File: config.mk
export PLATFORM = sky130hd
export DESIGN_NAME = fe_mem_access
export DESIGN_NICKNAME = d
export VERILOG_FILES = /design/src/rtl/fe_sync_pkg.sv /design/src/rtl/fe_flavor_dec.sv /design/src/rtl/fe_word_store.sv /design/src/rtl/fe_mem_access.sv
export SDC_FILE = /design/constraint.sdc
export NUM_CORES = 1
export LEC_CHECK = 0
export BUFFER_PORTS_ARGS = -buffer_cell sky130_fd_sc_hd__clkbuf_2
export CAP_MARGIN = 0
export CORE_ASPECT_RATIO = 0.5
export CORE_UTILIZATION = 55
export DETAILED_ROUTE_END_ITERATION = 12
export PLACE_DENSITY = 0.81
export SETUP_SLACK_MARGIN = 0.02
export SYNTH_ARGS = -nofsm -noshare
export SYNTH_HDL_FRONTEND = slang
export SYNTH_SLANG_ARGS = --single-unit
File: constraint.sdc
create_clock -name clk -period 3.37 [get_ports clk]
set_input_delay 0.674 -clock clk [delete_from_list [all_inputs] [get_ports clk]]
set_output_delay 0.674 -clock clk [all_outputs]
set_load 0.05 [all_outputs]
File: src/rtl/fe_sync_pkg.sv
package fe_sync_pkg;
  typedef struct packed {
    logic plain;
    logic trap_sync_en;
    logic upd_bit;
    logic trap_on_miss;
  } acc_ctl_t;

  typedef enum logic {ST_IDLE, ST_WAIT} acc_st_t;
endpackage

File: src/rtl/fe_flavor_dec.sv
module fe_flavor_dec
  import fe_sync_pkg::*;
#(
  parameter logic [7:0] BASE = 8'h40
) (
  input  logic [7:0] code,
  output acc_ctl_t   ctl
);
  logic       is_flav;
  logic [2:0] k;

  always_comb begin
    is_flav          = (code[7:3] == BASE[7:3]);
    k                = code[2:0];
    ctl.plain        = !is_flav;
    // flavors 1,2,7,8 (k = 0,1,6,7) test the bit
    ctl.trap_sync_en = is_flav && (k[2] ~^ k[1]);
    ctl.upd_bit      = is_flav && k[0];
    ctl.trap_on_miss = is_flav && !k[2];
  end
endmodule

File: src/rtl/fe_word_store.sv
module fe_word_store #(
  parameter int DW = 32,
  parameter int AW = 4
) (
  input  logic          clk,
  input  logic          rst_n,
  input  logic          wr_en,
  input  logic [AW-1:0] wr_addr,
  input  logic [DW-1:0] wr_data,
  input  logic          bit_we,
  input  logic          bit_val,
  input  logic [AW-1:0] rd_addr,
  output logic [DW-1:0] rd_data,
  output logic          rd_bit
);
  localparam int DEPTH = 1 << AW;

  logic [DW-1:0]    data_q [DEPTH];
  logic [DEPTH-1:0] sync_q;

  always_ff @(posedge clk) begin
    if (wr_en) data_q[wr_addr] <= wr_data;
  end

  for (genvar g = 0; g < DEPTH; g++) begin : g_bit
    always_ff @(posedge clk or negedge rst_n) begin
      if (!rst_n)                           sync_q[g] <= 1'b0;
      else if (bit_we && (wr_addr == g[AW-1:0])) sync_q[g] <= bit_val;
    end
  end

  assign rd_data = data_q[rd_addr];
  assign rd_bit  = sync_q[rd_addr];
endmodule

File: src/rtl/fe_mem_access.sv
module fe_mem_access
  import fe_sync_pkg::*;
#(
  parameter int         DW   = 32,
  parameter int         AW   = 4,
  parameter logic [7:0] BASE = 8'h40
) (
  input  logic          clk,
  input  logic          rst_n,
  input  logic          req_valid,
  input  logic          req_store,
  input  logic [7:0]    req_code,
  input  logic [AW-1:0] req_addr,
  input  logic [DW-1:0] req_wdata,
  input  logic          miss_in,
  input  logic          miss_done,
  output logic          hold,
  output logic          rsp_done,
  output logic [DW-1:0] rsp_rdata,
  output logic          trap_sync,
  output logic          trap_miss,
  output logic          cond_full
);
  acc_ctl_t      ctl_req, p_ctl, x_ctl;
  acc_st_t       st_q, st_d;
  logic          p_store, x_store;
  logic [AW-1:0] p_addr, x_addr;
  logic [DW-1:0] p_wdata, x_wdata;
  logic          accept, go_wait, go_tmiss, from_wait, exec, sync_fail;
  logic [DW-1:0] rd_data;
  logic          rd_bit;
  logic          wr_en, bit_we, cond_en, rdata_en;
  logic          done_d, tsync_d, tmiss_d, cond_d;
  logic          done_q, tsync_q, tmiss_q, cond_q;
  logic [DW-1:0] rdata_q;

  fe_flavor_dec #(.BASE(BASE)) u_dec (.code(req_code), .ctl(ctl_req));

  fe_word_store #(.DW(DW), .AW(AW)) u_store (
    .clk(clk), .rst_n(rst_n),
    .wr_en(wr_en), .wr_addr(x_addr), .wr_data(x_wdata),
    .bit_we(bit_we), .bit_val(x_store),
    .rd_addr(x_addr), .rd_data(rd_data), .rd_bit(rd_bit)
  );

  always_comb begin
    accept    = req_valid && (st_q == ST_IDLE);
    go_tmiss  = accept && miss_in && ctl_req.trap_on_miss;
    go_wait   = accept && miss_in && !ctl_req.trap_on_miss;
    from_wait = (st_q == ST_WAIT) && miss_done;
    exec      = (accept && !miss_in) || from_wait;
    x_store   = from_wait ? p_store : req_store;
    x_ctl     = from_wait ? p_ctl   : ctl_req;
    x_addr    = from_wait ? p_addr  : req_addr;
    x_wdata   = from_wait ? p_wdata : req_wdata;
    sync_fail = x_ctl.trap_sync_en && (x_store ? rd_bit : !rd_bit);
    wr_en     = exec && x_store && !sync_fail;
    bit_we    = exec && x_ctl.upd_bit && !sync_fail;
    cond_en   = exec && !x_ctl.plain && !x_ctl.trap_sync_en;
    rdata_en  = exec && !x_store && !sync_fail;
    done_d    = exec && !sync_fail;
    tsync_d   = exec && sync_fail;
    tmiss_d   = go_tmiss;
    cond_d    = cond_en ? rd_bit : cond_q;
    st_d      = st_q;
    if (go_wait)   st_d = ST_WAIT;
    if (from_wait) st_d = ST_IDLE;
  end

  always_ff @(posedge clk or negedge rst_n) begin
    if (!rst_n) begin
      st_q    <= ST_IDLE;
      done_q  <= 1'b0;
      tsync_q <= 1'b0;
      tmiss_q <= 1'b0;
      cond_q  <= 1'b0;
      rdata_q <= '0;
    end else begin
      st_q    <= st_d;
      done_q  <= done_d;
      tsync_q <= tsync_d;
      tmiss_q <= tmiss_d;
      cond_q  <= cond_d;
      if (rdata_en) rdata_q <= rd_data;
    end
  end

  always_ff @(posedge clk) begin
    if (go_wait) begin
      p_store <= req_store;
      p_ctl   <= ctl_req;
      p_addr  <= req_addr;
      p_wdata <= req_wdata;
    end
  end

  assign hold      = (st_q == ST_WAIT);
  assign rsp_done  = done_q;
  assign rsp_rdata = rdata_q;
  assign trap_sync = tsync_q;
  assign trap_miss = tmiss_q;
  assign cond_full = cond_q;
endmodule

==> results of run 1 <==
-- placed cells by master (no fill, tap or decap), drive strengths merged --
cell / Yosys / routed
edfxtp: 552 / 552
clkbuf: 73 / 149
a22oi: 128 / 128
nand2: 112 / 112
a21oi: 98 / 98
buf: 19 / 90
a22o: 64 / 64
a221oi: 64 / 64
nor2: 60 / 60
dfrtp: 53 / 53
o22ai: 41 / 41
nor3: 35 / 35
clkinv: 0 / 21
mux2: 20 / 20
and4bb: 7 / 7
bufinv: 0 / 6
nand2b: 5 / 5
nor4bb: 5 / 5
inv: 4 / 5
nand4b: 4 / 4
mux2i: 4 / 4
a31oi: 3 / 3
o21bai: 3 / 3
and2: 3 / 3
o21ai: 3 / 3
nand3b: 2 / 2
o31ai: 2 / 2
nand3: 2 / 2
nor3b: 2 / 2
a211oi: 2 / 2
xor2: 1 / 1
a21o: 1 / 1
and4: 1 / 1
or3b: 1 / 1
o21a: 1 / 1
nand4: 1 / 1
clkinvlp: 0 / 1
-- power groups by stage --
stage / Clock [mW] / Sequential, mW / Combinational [mW]
finish: 5.88 / 9.25 / 4.10
global placement: 0 / 9.37 / 3.83
floorplan: 0 / 10.1 / 1.79
detailed placement: 0 / 9.39 / 3.96
global route: 6.16 / 9.27 / 4.28
CTS: 5.89 / 9.24 / 4.04
-- registers in the layout (all words and copies together) (netlist names) --
signal	count
p_wdata	32
u_store.sync_q	16
hold	1
p_addr	4
p_ctl	3
cond_full	1
trap_miss	1
rsp_done	1
p_store	1
rsp_rdata	32
trap_sync	1
u_store.data_q	512
-- kinds of logic (layout without fill, tap and decap cells) --
logic type      count (synthesis)  after routing  synth area share (%)
simple gates                  240            240                 4.917
xor+xnor                        1              1               0.03872
flops                         605            605                 79.14
compound gates                410            410                 12.98
mux                            24             24                 1.244
buf+inv                        96            272                 1.687
-- timing repair --
action	CTS	global route
gates resized for setup	0	2
endpoints found under the setup margin	0	163
hold buffers	0	0
-- metrics by stage --
stage / setup TNS (ns) / util, % / hold slack (ns) / cell area [um2] / setup WS (ns)
2_1_floorplan: -61.07 / - / 0.3784 / 22710 / -0.4771
3_3_place_gp: -0.08651 / 61.25 / 0.4978 / 24790 / -0.007039
3_5_place_dp: -11.31 / 61.25 / 0.4881 / 24790 / -0.07832
4_1_cts: 0 / 65.32 / 0.2228 / 26430 / 0.2485
5_1_grt: 0 / 65.34 / 0.2639 / 26440 / 0.04755
6_report: 0 / 65.34 / 0.2122 / 26440 / 0.2603
-- cells in the mapped netlist (2+ instances only) --
library cell / count / share of area [%]
sky130_fd_sc_hd__a21oi_1: 98 / 2.2
sky130_fd_sc_hd__a221oi_1: 64 / 2.5
sky130_fd_sc_hd__a22o_1: 64 / 2.5
sky130_fd_sc_hd__a22oi_1: 128 / 4.2
sky130_fd_sc_hd__a31oi_1: 3 / 0.083
sky130_fd_sc_hd__and2_1: 3 / 0.083
sky130_fd_sc_hd__and4bb_2: 6 / 0.33
sky130_fd_sc_hd__buf_1: 12 / 0.20
sky130_fd_sc_hd__buf_2: 5 / 0.11
sky130_fd_sc_hd__buf_6: 2 / 0.10
sky130_fd_sc_hd__clkbuf_1: 73 / 1.2
sky130_fd_sc_hd__dfrtp_1: 53 / 5.9
sky130_fd_sc_hd__edfxtp_1: 552 / 73
sky130_fd_sc_hd__inv_1: 4 / 0.066
sky130_fd_sc_hd__mux2_1: 2 / 0.10
sky130_fd_sc_hd__mux2_2: 17 / 0.85
sky130_fd_sc_hd__mux2i_1: 3 / 0.13
sky130_fd_sc_hd__nand2_1: 111 / 1.8
sky130_fd_sc_hd__nand2b_1: 5 / 0.14
sky130_fd_sc_hd__nand3_1: 2 / 0.044
sky130_fd_sc_hd__nand3b_1: 2 / 0.066
sky130_fd_sc_hd__nand4b_1: 4 / 0.15
sky130_fd_sc_hd__nor2_1: 60 / 1.0
sky130_fd_sc_hd__nor3_1: 35 / 0.77
sky130_fd_sc_hd__nor3b_1: 2 / 0.066
sky130_fd_sc_hd__nor4bb_1: 5 / 0.22
sky130_fd_sc_hd__o21ai_0: 2 / 0.044
sky130_fd_sc_hd__o21bai_1: 3 / 0.10
sky130_fd_sc_hd__o22ai_1: 41 / 1.1
sky130_fd_sc_hd__o31ai_1: 2 / 0.066
-- per-layer routing --
metal,GRT usage [%],vias to the layer above,share of wire (%)
met5,0,-,0.022
met4,10.13,2,3.3
met3,6.520,184,13
met1,37.67,7064,36
li1,-,5832,-
met2,43.52,1220,47
-- worst register-to-register path, cell delays in order (launching register included) --
cell                       delay [ns]
sky130_fd_sc_hd__dfrtp_1         0.41
sky130_fd_sc_hd__nand2_2         0.14
sky130_fd_sc_hd__buf_4           0.21
sky130_fd_sc_hd__nor3b_1         0.36
sky130_fd_sc_hd__a31oi_4         0.05
sky130_fd_sc_hd__o21bai_1        0.19
sky130_fd_sc_hd__and4_4          0.21
sky130_fd_sc_hd__a21oi_1         0.32
sky130_fd_sc_hd__buf_4           0.21
sky130_fd_sc_hd__nand2_1         0.09
sky130_fd_sc_hd__buf_12          0.16
sky130_fd_sc_hd__nor2_4          0.23
sky130_fd_sc_hd__buf_4           0.24
-- path summary, 6_finish.rpt --
path / cells after the start / slack [ns] / to / startpoint
worst min register to register: 1 / 0.51 / u_store.sync_q[10] / u_store.sync_q[10]
worst max-delay path: 12 / 0.26 / u_store.data_q[0][27] / hold
min in group clk: 1 / 0.28 / p_wdata[30] / req_wdata[30]
max in group asynchronous: 2 / 2.42 / rsp_rdata[17] / rst_n
worst min-delay path: 1 / 0.21 / u_store.sync_q[14] / rst_n
worst max register to register: 12 / 0.26 / u_store.data_q[0][27] / hold
-- final cells by class --
class | instances | area (um2)
Tap cell | 540 | 675.6
Timing Repair Buffer | 176 | 1635
Sequential cell | 605 | 17900
Inverter | 4 | 15.01
Clock buffer | 63 | 1320
Fill cell | 2462 | 14030
Multi-Input combinational cell | 675 | 4569
Clock inverter | 29 | 324.1
==> reports/summary.txt, run 1 <==
largest incremental delay on the critical path -> 0.41 ns
TritonCTS clock tree -> built
total buffers and inverters traversed by the critical path -> 4
final cell count without fillers -> 2092
category of cells accounting for the largest share of critical-path delay -> simple AND/OR/NAND/NOR gates
die outline height -> 145.4 um
growth of design area from synthesis to finish -> 16.89%
number of buffers inserted during clock tree synthesis -> 49
1st-iter DRT viols -> 2324
number of standard cells after synthesis -> 1376
Design Power -> 19.23 mW
input/output buffers -> 86
switching power -> 5.829 mW
maximum capacitance violations -> 0
Primary FF master, synth -> sky130_fd_sc_hd__edfxtp_1
vias per std cell -> 6.837
Wirelength per Cell -> 27.70 um
maximum number of pins on one net before global-route repair -> 73
worst voltage drop across the vdd grid -> 0.4362 mV
Yosys reg bits -> 605
vias after detailed routing -> 14300
critical path's slowest cell -> sky130_fd_sc_hd__dfrtp_1
critical path's most frequent cell -> sky130_fd_sc_hd__buf_4
Tightest Pin Transition -> 1.065 ns
max-slew violation count -> 0
Rel. slew slack -> 28.82%
global-route wire length before repair -> 85410 um
fraction of final layout cells sized beyond drive strength 1 -> 19.78%
DP Wirelength -> 32330 um
Async SR Flop Fraction -> 8.760%
final weighted congestion in routability-driven placement -> 0.8734
initial antenna violation count -> 1
part of the cycle the worst path needs -> 92.28%
core area -> 40470 um2
synth warn -> 0
highest fanout seen on the critical path -> 8
Remaining DRCs -> 0
wire length reported by the detailed router -> 57940 um
Arrival @ worst endpoint -> 3.39 ns
remaining global-route overflow -> 0
share of total power in sequential cells -> 48.1%
detailed-router iteration count before antenna repair -> 6
post-route minimum period -> 3.110 ns
critical path data required time -> 3.65 ns
Max Root-Sink Buffers -> 3
# nets final -> 1561
post-synth cell types -> 43
via count of the first global-routing pass -> 14100
sequential area share after synthesis -> 79.14%
residual antenna-violating net count after detailed routing -> 0
number of H-tree branching levels -> 2
clock network fraction of design power -> 30.6%
number of placed I/O pins -> 87
relative contribution of combinational cells to total power -> 21.3%
total track usage -> 27.53%
starting utilization of the core area -> 55.90%
number of post-CTS setup repair buffers -> 0
placed insts -> 2000
buffer type at the clock tree root -> sky130_fd_sc_hd__clkbuf_16
Post-Synthesis Cell Area -> 22620 um2
net count after synthesis -> 1426
critical path start-end classification -> reg -> reg
mean post-synth cell area -> 16.44 um2
clock tree skew after final layout -> 0.02229 ns
number of inserted diodes -> 0
Setup-failing EPs final -> 0
cell internal pwr -> 13.40 mW
Net Sw Frac -> 30.32%
Die Outline Area -> 41990 um2
power density over the cells -> 727.2 nW/um2
unrepaired setup endpoints after global routing -> false
number of enable flip-flop cells after synthesis -> 552
sequence of cells on the critical path -> nand2_2 > buf_4 > nor3b_1 > a31oi_4 > o21bai_1 > and4_4 > a21oi_1 > buf_4 > nand2_1 > buf_12 > nor2_4 > buf_4
endpoint class of the critical path -> register
outcome -> finished, final reports clean
crit start category -> register
Worst-path clk slew -> 0.07 ns
max frequency -> 321.6 MHz
standard-cell row count -> 52
worst-skew pair later-pin latency -> 0.59 ns
Horiz. Die Dim -> 288.8 um
number of sinks handled by clock tree synthesis -> 605
Lkg Pwr -> 8.879 nW
Hold/Removal Path Class -> in -> async
endpoints failing hold -> 0
Power figures use the tool's default switching activity.
==> run 2, diff against run 1 <==
--- a/config.mk
+++ b/config.mk
@@ -5,12 +5,14 @@
 export SDC_FILE = /design/constraint.sdc
 export NUM_CORES = 1
 export LEC_CHECK = 0
-export BUFFER_PORTS_ARGS = -buffer_cell sky130_fd_sc_hd__clkbuf_2
+export ABC_AREA = 1
+export BUFFER_PORTS_ARGS = -buffer_cell sky130_fd_sc_hd__buf_2
 export CAP_MARGIN = 0
 export CORE_ASPECT_RATIO = 0.5
 export CORE_UTILIZATION = 55
 export DETAILED_ROUTE_END_ITERATION = 12
 export PLACE_DENSITY = 0.81
+export REMOVE_ABC_BUFFERS = 1
 export SETUP_SLACK_MARGIN = 0.02
 export SYNTH_ARGS = -nofsm -noshare
 export SYNTH_HDL_FRONTEND = slang
==> run 2 against run 1 <==
Via count up 5.0%. Cell count is 15% higher. Global-route usage grew 0.10 points. First-iteration DRC count down 3.3%. Sequential power hardly changed. Setup slack better by 0.091 ns. Synthesized cell count rose by 22%. Combinational power up 20%. Hold slack improved by 0.063 ns. Power increased by 5.0%. Clock skew fell by 0.0052 ns. Critical path type unchanged.
==> reports/summary.txt, run 2 <==
number of placed I/O pins -> 87 (unchanged)
leading cell types by total area after synthesis -> sky130_fd_sc_hd__edfxtp_1 (71%), sky130_fd_sc_hd__a22oi_1 (8.3%), sky130_fd_sc_hd__nand2_1 (8.2%)
die outline height -> 147.4 um (+1.3%)
dominant combinational cell family by area after synthesis -> simple AND/OR/NAND/NOR gates
Arrival @ worst endpoint -> 3.29 ns (-0.10 ns)
Max Root-Sink Buffers -> 3 (unchanged)
part of the cycle the worst path needs -> 89.56% (-2.7 points)
Worst-path clk slew -> 0.06 ns (about the same)
Remaining DRCs -> 0 (unchanged)
number of sinks handled by clock tree synthesis -> 605 (unchanged)
Rel. slew slack -> 41.17% (+12 points)
total buffers and inverters traversed by the critical path -> 3 (-1)
fraction of final layout cells sized beyond drive strength 1 -> 14.25% (-5.5 points)
end point of the critical path -> u_store.data_q[0][26]
input/output buffers -> 86 (unchanged)
compound-cell area share of the yosys netlist -> 8.694% (-4.3 points)
maximum number of pins on one net before global-route repair -> 69 (-5.5%)
Wirelength per Cell -> 24.61 um (-11%)
power density over the cells -> 759.2 nW/um2 (+4.4%)
clock tree skew after final layout -> 0.01705 ns (-0.005245 ns)
critical path start-end classification -> reg -> reg
final weighted congestion in routability-driven placement -> 0.8890 (+1.8%)
number of H-tree branching levels -> 2 (unchanged)
worst voltage drop across the vdd grid -> 0.4035 mV (-7.5%)
number of stages on the worst setup path -> 12 (unchanged)
register name with the most flops -> u_store.data_q
sequential area share after synthesis -> 77.02% (-2.1 points)
Async SR Flop Fraction -> 8.760% (unchanged)
mean post-synth cell area -> 13.84 um2 (-16%)
top library cells by usage in the layout, fill and taps aside -> sky130_fd_sc_hd__edfxtp_1 (552), sky130_fd_sc_hd__nand2_1 (507), sky130_fd_sc_hd__a22oi_1 (256), sky130_fd_sc_hd__buf_2 (86), sky130_fd_sc_hd__dfrtp_1 (53)
DP Wirelength -> 34930 um (+8.0%)
vias per std cell -> 6.259 (-8.4%)
maximum capacitance violations -> 0 (unchanged)
launch instance of the worst register-to-register path -> hold
critical path data required time -> 3.64 ns (about the same)
residual antenna-violating net count after detailed routing -> 0 (unchanged)
Lkg Pwr -> 9.755 nW (+9.9%)
core utilization of the finished layout -> 64.79% (-0.55 points)
crit start category -> register
outcome -> finished, final reports clean
area fraction of the dominant cell type after synthesis -> 71.32% (-2.0 points)
Post-Synthesis Cell Area -> 23240 um2 (+2.7%)
critical path's most frequent cell -> sky130_fd_sc_hd__nand2_1
multiplexer area fraction after synthesis -> 0% (-1.2 points)
# nets final -> 1839 (+18%)
startpoint of the most critical setup path -> hold
post-synth cell types -> 31 (-28%)
number of standard cells after synthesis -> 1679 (+22%)
most common cell after layout, fill and taps aside -> sky130_fd_sc_hd__edfxtp_1
1st-iter DRT viols -> 2248 (-3.3%)
total track usage -> 27.63% (+0.10 points)
highest fanout seen on the critical path -> 12 (+4)
critical path's slowest cell -> sky130_fd_sc_hd__dfrtp_1
adder-cell share of the synthesized area -> 0% (unchanged)
number of enable flip-flop cells after synthesis -> 552 (unchanged)
via count of the first global-routing pass -> 15080 (+6.9%)
pre-CTS worst setup slack -> -0.07816 ns (+0.0001592 ns)
largest incremental delay on the critical path -> 0.46 ns (+0.05 ns)
starting utilization of the core area -> 56.61% (+0.71 points)
endpoints failing hold -> 0 (unchanged)
most numerous cell types in the synthesized netlist -> sky130_fd_sc_hd__edfxtp_1 (552), sky130_fd_sc_hd__nand2_1 (508), sky130_fd_sc_hd__a22oi_1 (256)
synth warn -> 0 (unchanged)
worst setup slack after layout -> 0.3517 ns (+0.09142 ns)
max frequency -> 331.3 MHz (+3.0%)
number of buffers inserted during clock tree synthesis -> 51 (+4.1%)
worst-skew pair later-pin latency -> 0.59 ns (about the same)
Yosys reg bits -> 605 (unchanged)
xor/xnor share of the synthesized area -> 0.03768% (-0.0010 points)
initial antenna violation count -> 2 (+1)
standard-cell row count -> 52 (unchanged)
unrepaired setup endpoints after global routing -> false
TritonCTS clock tree -> built
remaining global-route overflow -> 0 (unchanged)
placed insts -> 2303 (+15%)
core area -> 41050 um2 (+1.4%)
number of inserted diodes -> 0 (unchanged)
Primary FF master, synth -> sky130_fd_sc_hd__edfxtp_1
reg-to-reg setup timing slack -> 0.35 ns (+0.09 ns)
Horiz. Die Dim -> 292.7 um (+1.4%)
Die Outline Area -> 43140 um2 (+2.7%)
Hold/Removal Path Class -> in -> reg
Largest register FFs -> 512 (unchanged)
final cell count without fillers -> 2399 (+15%)
simple logic cell fraction of the synthesized area -> 11.68% (+6.8 points)
leading area contributor after synthesis -> sky130_fd_sc_hd__edfxtp_1
buffer type at the clock tree root -> sky130_fd_sc_hd__clkbuf_16
global-route wire length before repair -> 88970 um (+4.2%)
sequence of cells on the critical path -> nand2_2 > o21ai_2 > inv_2 > nor2_4 > nand2_1 > nand2_1 > o21ai_1 > nand3_2 > nand2_1 > buf_12 > nor3_2 > buf_4
max-slew violation count -> 0 (unchanged)
most common cell in the netlist -> sky130_fd_sc_hd__edfxtp_1
endpoint of the worst register-to-register path -> u_store.data_q[0][26]
Tightest Pin Transition -> 0.8825 ns (-0.1827 ns)
endpoint class of the critical path -> register
reg2reg path depth -> 12 (unchanged)
wire length reported by the detailed router -> 59030 um (+1.9%)
vias after detailed routing -> 15020 (+5.0%)
number of post-CTS setup repair buffers -> 0 (unchanged)
post-route minimum period -> 3.018 ns (-0.09142 ns)
category of cells accounting for the largest share of critical-path delay -> simple AND/OR/NAND/NOR gates
Setup-failing EPs final -> 0 (unchanged)
detailed-router iteration count before antenna repair -> 6 (unchanged)
growth of design area from synthesis to finish -> 14.44%
-- run 2: cell count changes after synthesis, moves of 41 or more --
cell	previous run	this run
sky130_fd_sc_hd__a221oi_1	64	0
sky130_fd_sc_hd__nand4_1	1	42
sky130_fd_sc_hd__a22o_1	64	0
sky130_fd_sc_hd__nand2_1	111	508
sky130_fd_sc_hd__a21oi_1	98	1
sky130_fd_sc_hd__nand3_1	2	49
sky130_fd_sc_hd__a22oi_1	128	256
-- run 2: cell type report --
| class | instances | area (um2) |
|---|---|---|
| inverter | 46 | 172.7 |
| clock buffer | 73 | 1460 |
| fill | 2644 | 14460 |
| timing repair buffer | 150 | 1211 |
| multi-input combinational | 935 | 4888 |
| sequential | 605 | 17900 |
| clock inverter | 23 | 255.2 |
| tap | 567 | 709.4 |
-- run 2: metrics by stage --
stage | TNS, ns | hold WS [ns] | area [um2] | power, mW
floorplan | -3201.87 | 0.3784 | 22820 | 12.29
global placement | 0 | 0.4571 | 24880 | 13.99
detailed placement | -9.166 | 0.4582 | 24880 | 14.14
CTS | 0 | 0.2653 | 26600 | 20.09
global route | 0 | 0.2669 | 26600 | 20.83
finish | 0 | 0.2752 | 26600 | 20.19
-- run 2: worst min path at each step --
stage / startpoint / to / slack (ns) / cells after the start
6_report: req_wdata[21] / p_wdata[21] / 0.28 / 1
5_1_grt: req_wdata[29] / p_wdata[29] / 0.27 / 1
4_1_cts: req_wdata[21] / p_wdata[21] / 0.27 / 1
3_5_place_dp: u_store.sync_q[15] / u_store.sync_q[15] / 0.46 / 2
3_3_place_gp: u_store.sync_q[15] / u_store.sync_q[15] / 0.46 / 2
2_1_floorplan: rst_n / cond_full / 0.38 / 0
-- run 2: per-layer routing --
layer  GRT usage (%)  share of wire, %  routed length, um  up-vias
li1                -                 -                  -     6443
met1           38.15                38              22140     7327
met2           44.33                47              27740     1110
met3           6.551                13               7624      131
met4           7.932               2.5               1502        4
met5               0             0.044                 26        -
-- run 2: report_power, final --
group	switching [mW]	internal, mW
Clock	2.64	3.41
Combinational	3.71	1.20
Sequential	0.186	9.04
-- run 2: cell families after synthesis --
kind of cell / count (synthesis)
compound gates: 272
xor+xnor: 1
buf+inv: 139
flops: 605
simple gates: 662
-- run 2: worst reg2reg max path: cells and delay by family (launching register included) --
| family | cells | cell delay [ns] |
|---|---|---|
| and+or+nand+nor | 7 | 1.16 |
| buffers and inverters | 3 | 0.63 |
| DFF | 1 | 0.46 |
| AOI/OAI and AO/OA | 2 | 0.45 |
-- run 2: repair_timing --
action | 4_1_cts | 5_1_grt
endpoints found under the setup margin | 0 | 67
hold buffers | 0 | 0
resized for setup | 0 | 1
==> run 3, diff against run 2 <==
--- a/config.mk
+++ b/config.mk
@@ -11,7 +11,7 @@
 export CORE_ASPECT_RATIO = 0.5
 export CORE_UTILIZATION = 55
 export DETAILED_ROUTE_END_ITERATION = 12
-export PLACE_DENSITY = 0.81
+export PLACE_DENSITY = 0.75
 export REMOVE_ABC_BUFFERS = 1
 export SETUP_SLACK_MARGIN = 0.02
 export SYNTH_ARGS = -nofsm -noshare
==> run 3 against run 2 <==
Wire length decreased by 0.68%. Setup slack got worse by 0.048 ns. Sequential share of layout area increased by 0.50 points. Hold slack got worse by 0.0060 ns. Fmax shrank 1.6%. Largest cell class unchanged. Largest power group unchanged. Highest routed layer is now met4.
==> reports/summary.txt, run 3 (synthesized netlist as in run 2, its figures left out) <==
total track usage -> 27.58% (-0.056 points)
via count of the first global-routing pass -> 14250 (-5.5%)
hold wc startpoint -> req_wdata[6]
die outline height -> 147.4 um (unchanged)
unrepaired setup endpoints after global routing -> false
Max Root-Sink Buffers -> 3 (unchanged)
Die Outline Area -> 43140 um2 (unchanged)
core utilization of the finished layout -> 64.31% (-0.48 points)
maximum number of pins on one net before global-route repair -> 68 (-1.4%)
final setup TNS -> 0 ns (unchanged)
number of placed I/O pins -> 87 (unchanged)
Rel. slew slack -> 39.93% (-1.2 points)
starting utilization of the core area -> 56.61% (unchanged)
startpoint of the most critical setup path -> hold
worst voltage drop across the vdd grid -> 0.5735 mV (+42%)
power density over the cells -> 754.4 nW/um2 (-0.63%)
total of hold buffers inserted after clock tree synthesis -> 0 (unchanged)
initial antenna violation count -> 1 (-1)
Hold/Removal Path Class -> in -> reg
total buffers and inverters traversed by the critical path -> 4 (+1)
1st-iter DRT viols -> 1898 (-16%)
launch instance of the worst register-to-register path -> hold
vias after detailed routing -> 14550 (-3.1%)
standard-cell row count -> 52 (unchanged)
crit start category -> register
Tightest Pin Transition -> 0.8989 ns (+0.01635 ns)
critical path's slowest cell -> sky130_fd_sc_hd__dfrtp_1
DP Wirelength -> 37910 um (+8.5%)
growth of design area from synthesis to finish -> 13.60%
top library cells by usage in the layout, fill and taps aside -> sky130_fd_sc_hd__edfxtp_1 (552), sky130_fd_sc_hd__nand2_1 (507), sky130_fd_sc_hd__a22oi_1 (256), sky130_fd_sc_hd__buf_2 (86), sky130_fd_sc_hd__buf_4 (55)
Largest register FFs -> 512 (unchanged)
number of stages on the worst setup path -> 8 (-4)
register name with the most flops -> u_store.data_q
critical path data required time -> 3.63 ns (about the same)
outcome -> finished, final reports clean
Remaining DRCs -> 0 (unchanged)
endpoint of the worst register-to-register path -> u_store.data_q[14][23]
number of sinks handled by clock tree synthesis -> 605 (unchanged)
worst-skew pair later-pin latency -> 0.59 ns (about the same)
maximum capacitance violations -> 0 (unchanged)
CTS resizes -> 0 (unchanged)
category of cells accounting for the largest share of critical-path delay -> buffers and inverters
max frequency -> 326.1 MHz (-1.6%)
critical path start-end classification -> reg -> reg
Worst-path clk slew -> 0.07 ns (about the same)
Horiz. Die Dim -> 292.7 um (unchanged)
critical path's most frequent cell -> sky130_fd_sc_hd__buf_4
remaining global-route overflow -> 0 (unchanged)
Setup-failing EPs final -> 0 (unchanged)
largest incremental delay on the critical path -> 0.48 ns (+0.02 ns)
TritonCTS clock tree -> built
highest fanout seen on the critical path -> 33 (+21)
endpoints failing hold -> 0 (unchanged)
clock tree skew after final layout -> 0.03291 ns (+0.01586 ns)
fraction of final layout cells sized beyond drive strength 1 -> 14.26% (+0.016 points)
reg2reg path depth -> 8 (-4)
Lkg Pwr -> 9.685 nW (-0.72%)
number of inserted diodes -> 0 (unchanged)
end point of the critical path -> u_store.data_q[14][23]
core area -> 41050 um2 (unchanged)
number of buffers inserted during clock tree synthesis -> 51 (unchanged)
max-slew violation count -> 0 (unchanged)
detailed-router iteration count before antenna repair -> 6 (unchanged)
post-route minimum period -> 3.066 ns (+0.04812 ns)
final weighted congestion in routability-driven placement -> 0.8598 (-3.3%)
residual antenna-violating net count after detailed routing -> 0 (unchanged)
buffer type at the clock tree root -> sky130_fd_sc_hd__clkbuf_16
sequence of cells on the critical path -> nand2_2 > o21ai_1 > inv_2 > nor2_4 > buf_4 > inv_1 > nor3_2 > buf_4
most common cell after layout, fill and taps aside -> sky130_fd_sc_hd__edfxtp_1
Wirelength per Cell -> 24.39 um (-0.88%)
part of the cycle the worst path needs -> 90.99% (+1.4 points)
vias per std cell -> 6.050 (-3.3%)
number of H-tree branching levels -> 2 (unchanged)
input/output buffers -> 86 (unchanged)
global-route wire length before repair -> 87100 um (-2.1%)
reg-to-reg setup timing slack -> 0.30 ns (-0.05 ns)
# nets final -> 1845 (+0.33%)
number of post-CTS setup repair buffers -> 0 (unchanged)
wire length reported by the detailed router -> 58630 um (-0.68%)
Arrival @ worst endpoint -> 3.33 ns (+0.04 ns)
endpoint class of the critical path -> register
[run 3: power breakdown]
part / total [mW] / switching (mW) / leakage, nW / internal, mW
clock network: 5.67 / 2.60 / 0.769 / 3.07
logic: 5.03 / 3.84 / 3.24 / 1.20
registers: 9.22 / 0.172 / 5.68 / 9.05
total: 19.9 / 6.61 / 9.69 / 13.3
[run 3: how the worst min path moves through the flow]
stage | endpoint | cells past startpoint
final | p_wdata[6] | 1
after global routing | p_wdata[6] | 1
after CTS | p_wdata[6] | 1
after detailed placement | u_store.sync_q[6] | 2
after global placement | u_store.sync_q[10] | 2
after floorplan | cond_full | 0
[run 3: stage by stage]
| stage | cells | cell area (um2) | power [mW] | hold WS, ns | setup WS [ns] |
|---|---|---|---|---|---|
| after floorplan | 1586 | 22820 | 12.29 | 0.3784 | -6.016 |
| after global placement | 2309 | 24810 | 14.15 | 0.4525 | 0.1548 |
| after detailed placement | 2309 | 24810 | 14.28 | 0.4573 | 0.07940 |
| after CTS | 2404 | 26400 | 19.83 | 0.2572 | 0.2915 |
| after global routing | 2404 | 26400 | 20.60 | 0.2472 | 0.1297 |
| final | 2404 | 26400 | 19.92 | 0.2692 | 0.3036 |
[run 3: final cells by class]
| cell class | instances | area (um2) |
|---|---|---|
| Clock buffer | 79 | 1461 |
| Clock inverter | 16 | 130.1 |
| Fill cell | 2827 | 14650 |
| Inverter | 46 | 172.7 |
| Multi-Input combinational cell | 935 | 4885 |
| Sequential cell | 605 | 17900 |
| Tap cell | 567 | 709.4 |
| Timing Repair Buffer | 156 | 1144 |
[run 3: per-layer routing]
layer  vias up  GRT usage (%)  wire, um
met2       942          38.06     24110
met3        67          8.941      9031
met5         -              0         0
met1      7082          43.02     24620
li1       6454              -         -
met4         0          5.183       861
